--- config.mk ---
export PLATFORM = sky130hd
export DESIGN_NAME = dual_ch_timer
export DESIGN_NICKNAME = d
export VERILOG_FILES = /design/src/rtl/dct_pkg.sv /design/src/rtl/dct_channel.sv /design/src/rtl/dct_regif.sv /design/src/rtl/dual_ch_timer.sv
export SDC_FILE = /design/constraint.sdc
export NUM_CORES = 1
export LEC_CHECK = 0
export ABC_AREA = 1
export BUFFER_PORTS_ARGS = -buffer_cell sky130_fd_sc_hd__buf_2
export CORE_MARGIN = 2
export CORE_UTILIZATION = 50
export CTS_BUF_LIST = sky130_fd_sc_hd__clkbuf_16
export DETAILED_ROUTE_END_ITERATION = 10
export PLACE_DENSITY = 0.67
export SKIP_LAST_GASP = 1
export SYNTH_ARGS = -nofsm -noshare
export SYNTH_HDL_FRONTEND = slang
export SYNTH_SLANG_ARGS = --single-unit
--- constraint.sdc ---
create_clock -name clk -period 4.3 [get_ports clk]
set_input_delay 0 -clock clk [delete_from_list [all_inputs] [get_ports clk]]
set_output_delay 0 -clock clk [all_outputs]
set_load 0.005 [all_outputs]
--- src/rtl/dct_pkg.sv ---
package dct_pkg;

    localparam int unsigned CTL_BITS  = 11;
    localparam int unsigned BIT_RUN   = 7;
    localparam int unsigned BIT_FLAG  = 8;
    localparam int unsigned BIT_BOTH  = 10;

    // Field order follows the control-word bit positions (MSB first).
    typedef struct packed {
        logic both;     // 10: run both channels
        logic pwm;      // 9 : stored only
        logic flag;     // 8 : event flag, write 1 to clear
        logic run;      // 7 : counting enabled
        logic ie;       // 6 : interrupt enable
        logic ld;       // 5 : force count to reload value
        logic arl;      // 4 : auto-reload
        logic capt;     // 3 : stored only
        logic gout;     // 2 : stored only
        logic down;     // 1 : count direction
        logic mode;     // 0 : stored only
    } ctl_t;

    typedef enum logic [1:0] {
        SEL_CTL  = 2'd0,
        SEL_LOAD = 2'd1,
        SEL_CNT  = 2'd2,
        SEL_NONE = 2'd3
    } reg_sel_e;

endpackage

--- src/rtl/dct_channel.sv ---
module dct_channel
    import dct_pkg::*;
#(
    parameter int unsigned CNT_W = 32
) (
    input  logic             clk,
    input  logic             rst_n,
    input  logic             ctl_we,
    input  logic             load_we,
    input  logic             run_force,
    input  logic [CNT_W-1:0] wdata,
    output ctl_t             ctl_o,
    output logic [CNT_W-1:0] load_o,
    output logic [CNT_W-1:0] cnt_o
);

    localparam logic [CNT_W-1:0] LOAD_MIN = CNT_W'(1);

    typedef struct packed {
        ctl_t             ctl;
        logic [CNT_W-1:0] load;
        logic [CNT_W-1:0] cnt;
        logic             spent;   // one-shot already fired at terminal
    } chan_st_t;

    chan_st_t         st_d, st_q;
    logic [CNT_W-1:0] term_val;
    logic             at_term;
    logic             fire;

    always_comb begin
        st_d     = st_q;
        term_val = st_q.ctl.down ? '0 : '1;
        at_term  = (st_q.cnt == term_val);
        fire     = 1'b0;

        // register writes
        if (ctl_we) begin
            st_d.ctl      = ctl_t'(wdata[CTL_BITS-1:0]);
            st_d.ctl.flag = st_q.ctl.flag & ~wdata[BIT_FLAG];
            st_d.ctl.run  = wdata[BIT_RUN] | wdata[BIT_BOTH];
        end
        if (run_force) begin
            st_d.ctl.run = 1'b1;
        end
        if (load_we) begin
            st_d.load = (wdata == '0) ? LOAD_MIN : wdata;
        end

        // counting, driven by the currently held control word
        if (st_q.ctl.ld) begin
            st_d.cnt   = st_q.load;
            st_d.spent = 1'b0;
        end else if (!st_q.ctl.run) begin
            st_d.spent = 1'b0;
        end else if (at_term) begin
            if (!st_q.spent) begin
                fire       = 1'b1;
                st_d.cnt   = st_q.ctl.arl ? st_q.load : st_q.cnt;
                st_d.spent = ~st_q.ctl.arl;
            end
        end else if (st_q.ctl.down) begin
            st_d.cnt = st_q.cnt - LOAD_MIN;
        end else begin
            st_d.cnt = st_q.cnt + LOAD_MIN;
        end

        // an event outranks a clearing write on the same clock
        if (fire) begin
            st_d.ctl.flag = 1'b1;
        end
    end

    always_ff @(posedge clk) begin
        if (!rst_n) begin
            st_q <= '0;
        end else begin
            st_q <= st_d;
        end
    end

    assign ctl_o  = st_q.ctl;
    assign load_o = st_q.load;
    assign cnt_o  = st_q.cnt;

endmodule

--- src/rtl/dct_regif.sv ---
module dct_regif
    import dct_pkg::*;
#(
    parameter  int unsigned NCH    = 2,
    parameter  int unsigned DATA_W = 32,
    localparam int unsigned CH_W   = (NCH > 1) ? $clog2(NCH) : 1,
    localparam int unsigned AW     = CH_W + 2
) (
    input  logic                          clk,
    input  logic                          rst_n,
    input  logic [AW-1:0]                 bus_addr,
    input  logic                          bus_wr,
    input  logic                          bus_rd,
    input  logic [DATA_W-1:0]             bus_wdata,
    input  ctl_t [NCH-1:0]                ctl_i,
    input  logic [NCH-1:0][DATA_W-1:0]    load_i,
    input  logic [NCH-1:0][DATA_W-1:0]    cnt_i,
    output logic [NCH-1:0]                ctl_we,
    output logic [NCH-1:0]                load_we,
    output logic [NCH-1:0]                run_force,
    output logic [DATA_W-1:0]             bus_rdata
);

    logic [CH_W-1:0]   ch_idx;
    reg_sel_e          sel;
    logic              ch_ok;
    logic              both_wr;
    logic [DATA_W-1:0] rdata_d, rdata_q;

    assign ch_idx  = bus_addr[AW-1:2];
    assign sel     = reg_sel_e'(bus_addr[1:0]);
    assign ch_ok   = (32'(ch_idx) < NCH);
    assign both_wr = bus_wr && ch_ok && (sel == SEL_CTL) && bus_wdata[BIT_BOTH];

    for (genvar i = 0; i < NCH; i++) begin : g_dec
        assign ctl_we[i]    = bus_wr && (sel == SEL_CTL)  && (ch_idx == CH_W'(i));
        assign load_we[i]   = bus_wr && (sel == SEL_LOAD) && (ch_idx == CH_W'(i));
        assign run_force[i] = both_wr;
    end

    always_comb begin
        rdata_d = rdata_q;
        if (bus_rd) begin
            rdata_d = '0;
            if (ch_ok) begin
                case (sel)
                    SEL_CTL:  rdata_d = DATA_W'(ctl_i[ch_idx]);
                    SEL_LOAD: rdata_d = load_i[ch_idx];
                    SEL_CNT:  rdata_d = cnt_i[ch_idx];
                    default:  rdata_d = '0;
                endcase
            end
        end
    end

    always_ff @(posedge clk) begin
        if (!rst_n) begin
            rdata_q <= '0;
        end else begin
            rdata_q <= rdata_d;
        end
    end

    assign bus_rdata = rdata_q;

endmodule

--- src/rtl/dual_ch_timer.sv ---
module dual_ch_timer
    import dct_pkg::*;
#(
    parameter  int unsigned NCH    = 2,
    parameter  int unsigned CNT_W  = 32,
    localparam int unsigned CH_W   = (NCH > 1) ? $clog2(NCH) : 1,
    localparam int unsigned ADDR_W = CH_W + 2
) (
    input  logic              clk,
    input  logic              rst_n,
    input  logic [ADDR_W-1:0] bus_addr,
    input  logic              bus_wr,
    input  logic              bus_rd,
    input  logic [CNT_W-1:0]  bus_wdata,
    output logic [CNT_W-1:0]  bus_rdata,
    output logic              irq
);

    ctl_t [NCH-1:0]             ctl_arr;
    logic [NCH-1:0][CNT_W-1:0]  load_arr;
    logic [NCH-1:0][CNT_W-1:0]  cnt_arr;
    logic [NCH-1:0]             ctl_we, load_we, run_force;
    logic [NCH-1:0]             flag_vec, ie_vec, run_vec, ld_vec;

    dct_regif #(
        .NCH    (NCH),
        .DATA_W (CNT_W)
    ) u_regif (
        .clk       (clk),
        .rst_n     (rst_n),
        .bus_addr  (bus_addr),
        .bus_wr    (bus_wr),
        .bus_rd    (bus_rd),
        .bus_wdata (bus_wdata),
        .ctl_i     (ctl_arr),
        .load_i    (load_arr),
        .cnt_i     (cnt_arr),
        .ctl_we    (ctl_we),
        .load_we   (load_we),
        .run_force (run_force),
        .bus_rdata (bus_rdata)
    );

    for (genvar i = 0; i < NCH; i++) begin : g_ch
        dct_channel #(
            .CNT_W (CNT_W)
        ) u_ch (
            .clk       (clk),
            .rst_n     (rst_n),
            .ctl_we    (ctl_we[i]),
            .load_we   (load_we[i]),
            .run_force (run_force[i]),
            .wdata     (bus_wdata),
            .ctl_o     (ctl_arr[i]),
            .load_o    (load_arr[i]),
            .cnt_o     (cnt_arr[i])
        );
        assign flag_vec[i] = ctl_arr[i].flag;
        assign ie_vec[i]   = ctl_arr[i].ie;
        assign run_vec[i]  = ctl_arr[i].run;
        assign ld_vec[i]   = ctl_arr[i].ld;
    end

    assign irq = |(flag_vec & ie_vec);

endmodule

* Yosys cells after proc, flatten, opt, wreduce, memory -nomap -nowiden
Cells that the tools add are included.
W data, S select, Z words.
** Storage, ports and cells
- Register bits :: 184
- Input bits :: 39
- Output and inout port bits :: 33
- Logic and storage cells :: 113
** Cells by class
- Add/subtract/negate cells :: 4
- $lt $le $gt $ge :: 1
- Eq/ne operators :: 8
- Muxes and demuxes :: 40
- Bitwise operators :: 11
- Reduce and logical (&&, ||, !) cells :: 20
** Operator list (number)
- $mux W32 :: 15
- $mux W33 :: 4
- $pmux W32 S3 :: 1
- $add A32 B1 Y32 const B :: 2
- $eq A32 B32 Y1 :: 2
- $sub A32 B1 Y32 const B :: 2
- $logic_not A32 Y1 :: 1
- $mux W11 :: 2
- $mux W9 :: 2
- $mux W1 :: 16
- $reduce_bool A2 Y1 :: 6
- $logic_and A1 B1 Y1 :: 7
- $not A1 Y1 :: 7
- $ne A3 B1 Y1 const B :: 2
- $ne A3 B2 Y1 const B :: 2
- $reduce_and A3 Y1 :: 2
- $reduce_or A3 Y1 :: 2
- $and A1 B1 Y1 :: 2
- $and A2 B2 Y2 :: 1
- $eq A2 B1 Y1 const B :: 1
- $eq A2 B2 Y1 const B :: 1
- $logic_not A2 Y1 :: 1
- $lt A1 B2 Y1 const B :: 1
- $reduce_or A2 Y1 :: 1
- $or A1 B1 Y1 :: 1

* Longest topological paths before layout
Gate-level depths: netlist of the first run.
- Word-level depth :: 6
- Depth in mapped cells :: 14
- Depth with buffers taken out :: 14

* Cells and area by module
From an unflattened synthesis of the first run, not the netlist that was laid out.
** Unflattened totals
- Cells, all modules :: 2469
- Area total of the unflattened synthesis :: 14853.0 um^2
** By module, submodules not included
- dct_channel (g_ch[0].u_ch) :: instances 1, cells an instance 999, area each 6164.7 um^2, sequential area each 1521.5 um^2
- dct_channel (g_ch[1].u_ch) :: instances 1, cells an instance 965, area each 6018.3 um^2, sequential area each 1521.5 um^2
- dct_regif :: instances 1, cells an instance 502, area each 2658.8 um^2, sequential area each 640.6 um^2
- dual_ch_timer :: instances 1, cells an instance 3, area each 11.3 um^2, sequential area each 0.0 um^2

* Worst setup path before layout of the first run
OpenSTA, ideal clock, no wires.
- Kind :: flip-flop to flip-flop
- Start :: reg g_ch[0].u_ch.st_q (netlist bit g_ch[0].u_ch.ctl_o[1])
- End :: reg g_ch[0].u_ch.st_q (netlist bit g_ch[0].u_ch.cnt_o[31])
- Library setup time :: 138 ps
- Data arrival time :: 2639 ps
- Data required time :: 4162 ps
- Path slack :: 1523 ps
- Cell stages (with the launch flop) :: 14
- Path buffers :: 1
- Clock period less this slack :: 2777 ps
- Cell sequence :: dfxtp_1 ha_1 nand2_1 nor2_1 nand2_1 nor2_2 nand3_2 o21ai_1 nand2_2 inv_2 buf_2 nor2_1 nand2_1 a21oi_1
** Between the ends
- Longest elaborated chain between the ends :: 5
- Elaborated cells between the ends (all ways) :: 9
- Classes of those cells :: eq/ne: 3; mux: 5; reduce/logical: 1
** Ends and longest elaborated chain
- from (decl) :: RTL line dct_channel.sv:26 : chan_st_t st_d, st_q;
- from (signal assigned) :: RTL line dct_channel.sv:78 : st_q <= st_d;
- $mux W32 :: RTL line dct_channel.sv:33 : term_val = st_q.ctl.down ? '0 : '1;
- $eq A32 B32 Y1 :: RTL line dct_channel.sv:34 : at_term = (st_q.cnt == term_val);
- $mux W32 :: RTL line dct_channel.sv:56 : end else if (at_term) begin
- $mux W32 :: RTL line dct_channel.sv:54 : end else if (!st_q.ctl.run) begin
- $mux W33 :: RTL line dct_channel.sv:51 : if (st_q.ctl.ld) begin
Several ways; a longest one is shown, not always the timed one. The select of a mux whose other input is x is not followed.
A chain may end at the register's enable or synchronous reset.

* Worst setup path after layout of the first run
- Start :: reg g_ch[1].u_ch.st_q (netlist bit g_ch[1].u_ch.ctl_o[1])
- End :: reg g_ch[1].u_ch.st_q (netlist bit g_ch[1].u_ch.cnt_o[18])
** Between the ends
- Longest elaborated chain between the ends :: 5
- Elaborated cells between the ends (all ways) :: 9
- Classes of those cells :: eq/ne: 3; mux: 5; reduce/logical: 1
** Ends and longest elaborated chain (RTL line)
- from (decl) :: dct_channel.sv:26
- from (signal assigned) :: dct_channel.sv:78
- $mux W32 :: dct_channel.sv:33
- $eq A32 B32 Y1 :: dct_channel.sv:34
- $mux W32 :: dct_channel.sv:56
- $mux W32 :: dct_channel.sv:54
- $mux W33 :: dct_channel.sv:51
Several ways; a longest one is shown, not always the timed one. The select of a mux whose other input is x is not followed.

==> impl_results.md, run 1 <==
- Switching pwr: 1330 uW
- Latest clock arrival within the worst-skew pair: 0.44 ns
- Pwr/cell area: 283 nW/um2
- Final hold viol count: 0
- Pre-antenna DRT Iters: 6
- Vias in the first global route: 13300
- Sw frac: 32.1%
- Hold Path Class: in -> reg
- Core Util, Final: 56.4%
- Worst endpoint required time: 4.65 ns
- Top-Level Pins: 72
- Drt wl/cell: 17.7 um
- Final antenna diode count: 0
- Slew margin rel.: 27.8%
- Cts repair resizes: 0
- Int Power: 2810 uW
- CTS buffer count: 17
- WS Path Type: reg -> reg
- Element type at the critical path start: flip-flop
- Share of the yosys chip area belonging to registers: 28.0%
- First-pass GRT wire length: 71.9 mm
- Fin crit share: 75.0%
- Die area: 27600 um2
- Die height: 166 um
- Initial DRC Count: 1692
- Synthesis-stage register bit count: 184
- Clock Path Buffers: 2
- TritonCTS Sinks: 184
- Via-per-instance ratio: 5.59
- Area Overhead vs Synth: 11.2%
- Gate power share: 16.6%
- Hpwl dp: 35.2 mm
- Maximum clock frequency: 310 MHz
- RSZ-0062 raised after global routing: false
- Final GP Congestion: 0.976
- PortBufs: 71
- Core footprint: 25900 um2
- Max-cap violations: 0
- Die Wd: 166 um
- Clock root buffer: clkbuf_16
- Total grt overflow: 0
- Hold_ws: 0.0206 ns
- Post-route cell area: 14600 um2
- Vias after detailed routing: 14500
- Post-CTS Setup Bufs: 0
- Initial core utilization: 50.7%
- Initial antenna violation count: 0
- Hold Buf Count CTS: 33
- Least-Margin Pin Slew: 1.08 ns
- Routed WL: 46.2 mm
- Clock power share: 38.1%
- Tot GR Track Use: 32.7%
- Share of layout cells above drive strength 1: 7.15%
- Max rail drop VDD: 0.229 mV
- Antenna Nets Post-Route: 0
- Sequential Power Share: 45.3%
- Layout Skew: 0.0128 ns
- Outcome: completed
- Setup crit end kind: flip-flop
- Syn nets: 2300
- CTS tree: done
- Cell row count: 59
- Fin nets: 2354
- Slew Limit Fails: 0
- Tmin final: 3.23 ns
- Crit-path max FO: 37
- Overall power: 4140 uW
- Post-DP Area: 13700 um2
- Syn Area/Cell: 5.97 um2
- DRC: 0
- Yosys cell types: 48
- Reg clk slew, reported paths: 0.08 ns
- Mapped Cells: 2199
- Post-Synthesis Cell Area: 13100 um2
- Leakage power: 0.00728 uW
- Crit path DAT: 3.58 ns
- Synth warnings: 0
- Largest net degree at the start of global routing: 74
- Sum Neg Setup Slack: 0 ns
- # setup viols final: 0
- Max H-tree Level: 4
## per-layer routing
layer,track usage (%),vias up,routed length (um)
met5,0,-,0
met4,8.66,0,1040
met3,4.39,61,3230
met2,53.6,519,21100
met1,45.5,6684,20800
li1,-,7271,-
## through the flow
step | std cells | setup WS, ns
CTS | 2601 | 1.10
floorplan | 2199 | 1.52
finish | 2601 | 1.07
global placement | 2536 | 1.26
detailed placement | 2536 | 1.17
global route | 2601 | 0.782
## final timing paths
kind	cells after the start	from	slack, ns	to
hold / removal	4	bus_addr[1]	0.02	u_regif.bus_rdata[7]
setup / recovery	12	g_ch[1].u_ch.ctl_o[1]	1.07	g_ch[1].u_ch.cnt_o[18]
hold reg to reg	2	u_regif.bus_rdata[31]	0.46	u_regif.bus_rdata[31]
setup reg to reg	12	g_ch[1].u_ch.ctl_o[1]	1.07	g_ch[1].u_ch.cnt_o[18]
## sequential cells by signal, indices dropped and copies added, names as in the netlist
| name | flops |
|---|---|
| g_ch.u_ch.cnt_o | 64 |
| g_ch.u_ch.ctl_o | 22 |
| g_ch.u_ch.load_o | 64 |
| g_ch.u_ch.st_q | 2 |
| u_regif.bus_rdata | 32 |
## cells by family after synthesis
kind of cell    count (synthesis)  share of synthesized area [%]
compound gates                567                           23.0
xor+xnor                       19                           1.27
fa+ha+maj                      62                           6.02
buf+inv                       387                           11.3
flops                         184                           28.0
simple gates                  980                           30.4
## synthesized netlist by cell type (all sizes together)
cell type,count,area [um2]
xnor2,12,105
clkbuf,68,256
buf,16,86.3
o21ai,271,1380
a32o,1,10.0
a41oi,5,43.8
nand4,13,81.3
ha,60,751
nand2,566,2160
nor4,9,62.6
o21a,1,7.51
nand3b,9,67.6
nand3,92,470
or2,4,25.0
nor2,268,1020
o22ai,16,100
a22oi,3,22.5
o211ai,2,15.0
inv,297,1110
a31oi,6,37.5
a21oi,241,1240
nor3,17,90.1
o31ai,1,7.51
and2,1,6.26
a211oi,3,22.5
o21bai,9,67.6
dfxtp,184,3680
a21o,2,15.0
nor3b,1,7.51
fa,2,40.0
o221ai,6,52.6
xor2,7,61.3
clkinv,6,23.8
## layout by cell type, fill, tap and decap left out, drive strengths merged, types with 33 or more instances in the layout
| cell type | instances |
|---|---|
| nand2 | 566 |
| inv | 308 |
| o21ai | 271 |
| nor2 | 268 |
| a21oi | 241 |
| dfxtp | 184 |
| nand3 | 92 |
| buf | 86 |
| ha | 60 |
| dlygate4sd3 | 33 |
## critical path, stage by stage (launching register included)
cell and delay, ns:
dfxtp_1 0.31, buf_4 0.39, ha_1 0.30, nand2_1 0.12, nor2_1 0.23, nand2_1 0.14, nor2_2 0.16, nand3_2 0.15
o21ai_4 0.42, nand2_4 0.31, clkinv_2 0.32, nand2_1 0.10, a21oi_1 0.16
## power by group through the flow
stage | combinational, uW | sequential (uW) | clock (uW)
after global placement | 641 | 1910 | 0
after global routing | 770 | 1880 | 1650
final | 688 | 1870 | 1570
after detailed placement | 650 | 1910 | 0
after CTS | 677 | 1870 | 1580
after floorplan | 460 | 1880 | 0
## layout make-up
cell class                      instances  area (um2)
Clock buffer                           17         425
Clock inverter                         15         154
Fill cell                            2658       11300
Inverter                              303        1140
Multi-Input combinational cell       1628        7990
Sequential cell                       184        3680
Tap cell                              335         419
Timing Repair Buffer                  119         801
Note: power is estimated with default switching activity, not from simulation.
==> inputs of run 2 (changes only) <==
clock period = 3.1 ns   (was 4.3 ns; I/O delays follow)
==> run 2 against run 1 <==
  * Die area did not move
  * Worst setup slack got worse by 0.82 ns
  * Maximum frequency rose by 13%
  * Largest cell class unchanged
==> impl_results.md, run 2 (same netlist as run 1, synthesis figures left out) <==
- Drt wl/cell: 18.2 um (was 17.7 um)
- Via-per-instance ratio: 5.65 (was 5.59)
- Max-cap violations: 0 (unchanged)
- Area Overhead vs Synth: 12.2% (was 11.2%)
- Reg clk slew, reported paths: 0.08 ns (about the same)
- Antenna Nets Post-Route: 0 (unchanged)
- R2r endpoint: g_ch[1].u_ch.cnt_o[18] (unchanged)
- PortBufs: 71 (unchanged)
- Routed WL: 47.5 mm (was 46.2 mm)
- Flop2flop setup slack: 0.25 ns (was 1.07 ns)
- Overall power: 5850 uW (was 4140 uW)
- Vias in the first global route: 13500 (was 13300)
- Switching pwr: 1860 uW (was 1330 uW)
- First-pass GRT wire length: 73.9 mm (was 71.9 mm)
- Leakage power: 0.00734 uW (was 0.00728 uW)
- RR Startpoint: g_ch[1].u_ch.ctl_o[1] (unchanged)
- Sw frac: 31.9% (was 32.1%)
- # placed instances: 2546 (was 2536)
- Latest clock arrival within the worst-skew pair: 0.44 ns (about the same)
- # setup viols final: 0 (unchanged)
- TritonCTS Sinks: 184 (unchanged)
- Hold Path Class: in -> reg (unchanged)
- Hpwl dp: 36.3 mm (was 35.2 mm)
- Element type at the critical path start: flip-flop (unchanged)
- Die height: 166 um (unchanged)
- Pwr/cell area: 397 nW/um2 (was 283 nW/um2)
- Tmin final: 2.85 ns (was 3.23 ns)
- Worst endpoint required time: 3.45 ns (was 4.65 ns)
- Commonest non-fill, non-tap cell in the layout: nand2_1 (unchanged)
- Max rail drop VDD: 0.368 mV (was 0.229 mV)
- Clock Path Buffers: 2 (unchanged)
- Total grt overflow: 0 (unchanged)
- Fin crit share: 91.9% (was 75.0%)
- Initial DRC Count: 1669 (was 1692)
- Final hold viol count: 0 (unchanged)
- CTS tree: done (unchanged)
- Slew margin rel.: 38.6% (was 27.8%)
- Largest net degree at the start of global routing: 79 (was 74)
- Post-Layout Cell Count: 2610 (was 2601)
- WS Path Type: reg -> reg (unchanged)
- Die Wd: 166 um (unchanged)
- Clock power share: 39.1% (was 38.1%)
- FILL cells: 2658 (unchanged)
- RSZ-0062 raised after global routing: false (unchanged)
- Pre-antenna DRT Iters: 6 (unchanged)
- Maximum clock frequency: 351 MHz (was 310 MHz)
- DRC: 0 (unchanged)
- Tot GR Track Use: 33.6% (was 32.7%)
- Sequential Power Share: 44.5% (was 45.3%)
- Die area: 27600 um2 (unchanged)
- Crit path DAT: 3.20 ns (was 3.58 ns)
- Setup crit end kind: flip-flop (unchanged)
- Sum Neg Setup Slack: 0 ns (unchanged)
- Crit-path max FO: 37 (unchanged)
- Clock root buffer: clkbuf_16 (unchanged)
- Final GP Congestion: 1.01 (was 0.976)
- Int Power: 3990 uW (was 2810 uW)
- Initial core utilization: 50.7% (unchanged)
- Layout Skew: 0.0158 ns (was 0.0128 ns)
- Slew Limit Fails: 0 (unchanged)
- Least-Margin Pin Slew: 0.915 ns (was 1.08 ns)
- Initial antenna violation count: 0 (unchanged)
- Vias after detailed routing: 14700 (was 14500)
- Final antenna diode count: 0 (unchanged)
- CTS buffer count: 17 (unchanged)
- Gate power share: 16.5% (was 16.6%)
- End of the critical path: g_ch[1].u_ch.cnt_o[18] (unchanged)
- Most frequent cells in the layout: nand2_1 (553), inv_1 (293), nor2_1 (262) (unchanged)
- Top-Level Pins: 72 (unchanged)
- Fin nets: 2363 (was 2354)
- Hold path startpoint: bus_addr[1] (unchanged)
- R2R depth: 12 (unchanged)
- Critical path launch point: g_ch[1].u_ch.ctl_o[1] (unchanged)
- Core footprint: 25900 um2 (unchanged)
- Outcome: completed (unchanged)
- Cell row count: 59 (unchanged)
- Max H-tree Level: 4 (unchanged)
- Share of layout cells above drive strength 1: 7.60% (was 7.15%)
## run 2: cell count changes in the layout (fill, tap and decap cells not counted), sizes merged
cell	before	now
buf	86	96
inv	308	305
bufinv	0	1
clkinv	10	11
clkinvlp	0	1
dlygate4sd3	33	32
## run 2: how the worst min path moves through the flow
| stage | to | slack [ns] | depth (start not counted) |
|---|---|---|---|
| after floorplan | g_ch[0].u_ch.ctl_o[6] | 0.13 | 2 |
| after global placement | g_ch[1].u_ch.load_o[18] | 0.28 | 3 |
| after detailed placement | g_ch[0].u_ch.load_o[16] | 0.28 | 3 |
| after CTS | g_ch[0].u_ch.ctl_o[0] | 0.03 | 4 |
| after global routing | u_regif.bus_rdata[7] | 0.06 | 4 |
| final | u_regif.bus_rdata[7] | 0.04 | 4 |
## run 2: power groups by stage
stage / registers [uW] / logic [uW] / clock network [uW]
finish: 2600 / 964 / 2290
global route: 2610 / 1070 / 2400
CTS: 2600 / 945 / 2290
detailed placement: 2650 / 909 / 0
global placement: 2650 / 898 / 0
floorplan: 2600 / 638 / 0
## run 2: routing by layer
metal / vias up / track usage (%) / routed length (um)
li1: 7272 / - / -
met1: 6800 / 49.3 / 22400
met2: 575 / 51.5 / 20500
met3: 88 / 4.36 / 3240
met4: 0 / 10.0 / 1390
met5: - / 0 / 0
## run 2: critical path, stage by stage (launching register included)
cell,delay (ns)
dfxtp_1,0.33
buf_12,0.18
ha_1,0.41
nand2_1,0.13
nor2_1,0.30
nand2_1,0.16
nor2_2,0.17
nand3_2,0.15
o21ai_4,0.19
nand2_4,0.23
inv_4,0.27
nand2_1,0.07
a21oi_1,0.14
## run 2: area by class of cell
type / count / area [um2] / area share [%]
Inverter: 303 / 1140 / 7.76
Clock inverter: 15 / 195 / 1.32
Multi-Input combinational cell: 1628 / 7990 / 54.2
Timing Repair Buffer: 128 / 891 / 6.04
Tap cell: 335 / 419 / 2.84
Clock buffer: 17 / 425 / 2.89
Sequential cell: 184 / 3680 / 25.0
## run 2: stage by stage
step,instance area [um2],hold slack (ns),setup WS (ns),util (%)
2_1_floorplan,13100,0.135,0.323,-
3_3_place_gp,13800,0.280,0.330,53.2
3_5_place_dp,13800,0.283,0.293,53.2
4_1_cts,14700,0.0280,0.266,56.9
5_1_grt,14700,0.0605,0.0153,56.9
6_report,14700,0.0351,0.252,56.9
## run 2: what timing repair did
item,CTS,global route
endpoints found under the hold margin,83,0
resized for setup,0,2
setup endpoints to repair,0,2
buffers inserted,0,0
hold buffers,32,0
==> inputs of run 3 (changes only) <==
ABC_AREA = default   (was 1)
PLACE_DENSITY = default   (was 0.67)
PLACE_DENSITY_LB_ADDON = 0.3   (was default)
==> run 3 against run 2 <==
  * Worst setup slack got worse by 0.11 ns
  * Sequential share of layout area rose by 2.1 points
  * Synthesized cell count fell by 29%
  * Clock power fell by 5%
  * Clock skew fell by 0.0064 ns
  * Register-to-register slack got worse by 0.11 ns
  * Via count fell by 17%
  * Global-route usage fell by 1.8 points
  * Routed wire length fell by 17%
  * Combinational power fell by 14%
  * Critical path type unchanged
  * Critical endpoint is now g_ch[0].u_ch.cnt_o[20]
==> impl_results.md, run 3 <==
- R2r endpoint: g_ch[0].u_ch.cnt_o[20] (was g_ch[1].u_ch.cnt_o[18])
- Drt wl/cell: 20.3 um (was 18.2 um)
- CTS buffer count: 17 (unchanged)
- Yosys cell types: 73 (was 48)
- Worst path cell trace: buf_12, ha_1, o21ai_0, o21a_1, o311ai_0, o211ai_1, o21ai_1, xor2_1, a221oi_1, nor2_1 (was buf_12, ha_1, nand2_1, nor2_1, nand2_1, nor2_2, nand3_2, o21ai_4, nand2_4, inv_4, nand2_1, a21oi_1)
- Critical path's top delay family: compound AO/OA/AOI/OAI gates (was simple AND/OR/NAND/NOR gates)
- # setup viols final: 0 (unchanged)
- WP depth: 10 (was 12)
- Largest net degree at the start of global routing: 83 (was 79)
- Routed WL: 39.6 mm (was 47.5 mm)
- Crit path DAT: 3.29 ns (was 3.20 ns)
- Area of the multi-input gates: 7630 um2 (was 7990 um2)
- Number of synthesized flops with an enable pin: 0 (unchanged)
- Share of the synthesized area in the top cell type: 31.0% (was 28.0%)
- Max H-tree Level: 4 (unchanged)
- Least-Margin Pin Slew: 0.879 ns (was 0.915 ns)
- WS Path Type: reg -> reg (unchanged)
- Fin crit share: 95.3% (was 91.9%)
- DRC: 0 (unchanged)
- Slew Limit Fails: 0 (unchanged)
- Cell row count: 56 (was 59)
- Hold path startpoint: rst_n (was bus_addr[1])
- Pwr/cell area: 408 nW/um2 (was 397 nW/um2)
- Fraction of registers with async set/reset: 0% (unchanged)
- Share of the yosys chip area belonging to registers: 31.0% (was 28.0%)
- TritonCTS Sinks: 184 (unchanged)
- Post-route cell area: 13600 um2 (was 14700 um2)
- Latest clock arrival within the worst-skew pair: 0.44 ns (about the same)
- RR Startpoint: g_ch[0].u_ch.ctl_o[1] (was g_ch[1].u_ch.ctl_o[1])
- First-pass GRT wire length: 62.4 mm (was 73.9 mm)
- Total grt overflow: 0 (unchanged)
- Max-cap violations: 0 (unchanged)
- Crit-path max FO: 34 (was 37)
- Synth Flop Type: dfxtp_1 (unchanged)
- Clock root buffer: clkbuf_16 (unchanged)
- Element type at the critical path start: flip-flop (unchanged)
- Most frequent cells in the layout: nand2_1 (244), dfxtp_1 (183), a21oi_1 (167) (was nand2_1 (553), inv_1 (293), nor2_1 (262))
- Tmin final: 2.96 ns (was 2.85 ns)
- Hpwl dp: 28.9 mm (was 36.3 mm)
- Fin nets: 1724 (was 2363)
- Pre-antenna DRT Iters: 6 (unchanged)
- Reg clk slew, reported paths: 0.08 ns (about the same)
- End of the critical path: g_ch[0].u_ch.cnt_o[20] (was g_ch[1].u_ch.cnt_o[18])
- Area Overhead vs Synth: 14.4% (was 12.2%)
- Largest cells by area after synthesis: dfxtp_1 (31%), nand2_1 (7.7%), a21oi_1 (7.0%) (was dfxtp_1 (28%), nand2_1 (16%), o21ai_0 (9.8%))
- Post-Layout Cell Count: 1955 (was 2610)
- Setup crit end kind: flip-flop (unchanged)
- Vias in the first global route: 11300 (was 13500)
- Post-synth top cells: nand2_1 (244), dfxtp_1 (184), a21oi_1 (167), nor2_1 (108), o21ai_0 (93) (was nand2_1 (553), inv_1 (294), nor2_1 (264), o21ai_0 (258), a21oi_1 (231))
- Syn nets: 1652 (was 2300)
- Die Wd: 158 um (was 166 um)
- Die height: 158 um (was 166 um)
- Flop2flop setup slack: 0.14 ns (was 0.25 ns)
- RSZ-0062 raised after global routing: true (was false)
- Crit path largest cell delay: 0.40 ns (was 0.41 ns)
- Initial core utilization: 50.8% (was 50.7%)
- Clock Path Buffers: 2 (unchanged)
- Final hold viol count: 0 (unchanged)
- Tot GR Track Use: 31.8% (was 33.6%)
- Vias after detailed routing: 12200 (was 14700)
- Core footprint: 23400 um2 (was 25900 um2)
- Max rail drop VDD: 0.314 mV (was 0.368 mV)
- Syn Area/Cell: 7.67 um2 (was 5.97 um2)
- Synth warnings: 0 (unchanged)
- Crit-path slowest cell: ha_1 (unchanged)
- WP buf/inv: 1 (was 2)
- Mapped Cells: 1551 (was 2199)
- Post-Synthesis Cell Area: 11900 um2 (was 13100 um2)
- Overall power: 5550 uW (was 5850 uW)
- Hold_ws: 0.197 ns (was 0.0351 ns)
- Worst endpoint required time: 3.43 ns (was 3.45 ns)
- Post-synth top area cell: dfxtp_1 (unchanged)
- Maximum clock frequency: 338 MHz (was 351 MHz)
- Initial DRC Count: 1599 (was 1669)
- Final GP Congestion: 0.927 (was 1.01)
- Die area: 25000 um2 (was 27600 um2)
- Outcome: completed (unchanged)
- Top-count cell post-synth: nand2_1 (unchanged)
- Layout Skew: 0.00940 ns (was 0.0158 ns)
- R2R depth: 10 (was 12)
- FF/Latch Area: 3680 um2 (about the same)
- Final antenna diode count: 0 (unchanged)
- Initial antenna violation count: 0 (unchanged)
- Hold Path Class: in -> reg (unchanged)
- Synthesis-stage register bit count: 184 (unchanged)
- PortBufs: 71 (unchanged)
- FILL cells: 2158 (was 2658)
- Antenna Nets Post-Route: 0 (unchanged)
- Via-per-instance ratio: 6.25 (was 5.65)
- Critical path launch point: g_ch[0].u_ch.ctl_o[1] (was g_ch[1].u_ch.ctl_o[1])
- # placed instances: 1887 (was 2546)
- Share of layout cells above drive strength 1: 12.3% (was 7.60%)
- Commonest non-fill, non-tap cell in the layout: nand2_1 (unchanged)
- CTS tree: done (unchanged)
- Slew margin rel.: 41.4% (was 38.6%)
- Leakage power: 0.00555 uW (was 0.00734 uW)
- Top-Level Pins: 72 (unchanged)
- Post-DP Area: 12700 um2 (was 13800 um2)
run 3: cell count changes after synthesis, moves of 47 or more:
cell      before  now
a21oi_1      231  167
a221oi_1       0   47
inv_1        294   25
mux2i_1        0   55
nand2_1      553  244
nand3_1       90   23
nor2_1       264  108
o21ai_0      258   93
run 3: per-stage QoR:
| step | setup TNS (ns) | setup slack, ns | utilization [%] |
|---|---|---|---|
| 2_1_floorplan | 0 | 0.0126 | - |
| 3_3_place_gp | 0 | 0.118 | 54.1 |
| 3_5_place_dp | 0 | 0.0824 | 54.1 |
| 4_1_cts | 0 | 0.0721 | 58.0 |
| 5_1_grt | -0.0171 | -0.0171 | 58.2 |
| 6_report | 0 | 0.145 | 58.2 |
run 3: worst min-delay path by stage:
stage,endpoint,cells after the start
after floorplan,g_ch[1].u_ch.ctl_o[1],2
after global placement,g_ch[0].u_ch.load_o[17],3
after detailed placement,g_ch[0].u_ch.load_o[17],3
after CTS,g_ch[1].u_ch.cnt_o[9],2
after global routing,g_ch[1].u_ch.cnt_o[9],2
final,g_ch[0].u_ch.st_q[0],2
run 3: worst register-to-register path, cell delays in order, from the launching register on:
cell,delay (ns)
dfxtp_1,0.36
buf_12,0.19
ha_1,0.41
o21ai_0,0.20
o21a_1,0.23
o311ai_0,0.36
o211ai_1,0.29
o21ai_1,0.33
xor2_1,0.13
a221oi_1,0.27
nor2_1,0.08
run 3: area by class of cell:
| class | instances | share of cell area (%) |
|---|---|---|
| tap | 319 | 2.93 |
| timing repair buffer | 169 | 8.93 |
| sequential | 184 | 27.1 |
| clock inverter | 15 | 1.18 |
| clock buffer | 17 | 3.13 |
| inverter | 26 | 0.735 |
| multi-input combinational | 1225 | 56.0 |
run 3: cell families after synthesis:
logic type | share of synthesized area [%]
AND/OR/NAND/NOR | 21.4
AO/OA/AOI/OAI | 27.8
flip-flops | 31.0
buffers and inverters | 5.21
adder cells (fa/ha/maj) | 6.65
multiplexers | 4.72
XOR/XNOR | 3.31
run 3: where the power goes:
group	internal, uW	switching (uW)	leakage (uW)
Combinational	322	505	0.00378
Sequential	2450	103	0.00149
Clock	1140	1040	0.000280
run 3: what timing repair did:
action / 4_1_cts / 5_1_grt
gates resized for setup: 0 / 6
setup endpoints to repair: 0 / 24
hold buffers: 34 / 0
endpoints found under the hold margin: 87 / 0
setup buffers: 0 / 2
run 3: routing by layer:
metal | GRT usage, % | vias to the layer above | wire length (um)
met1 | 44.9 | 5727 | 17400
met3 | 5.25 | 85 | 3170
met4 | 9.91 | 0 | 1100
met2 | 49.7 | 581 | 18000
li1 | - | 5826 | -
met5 | 0 | - | 0
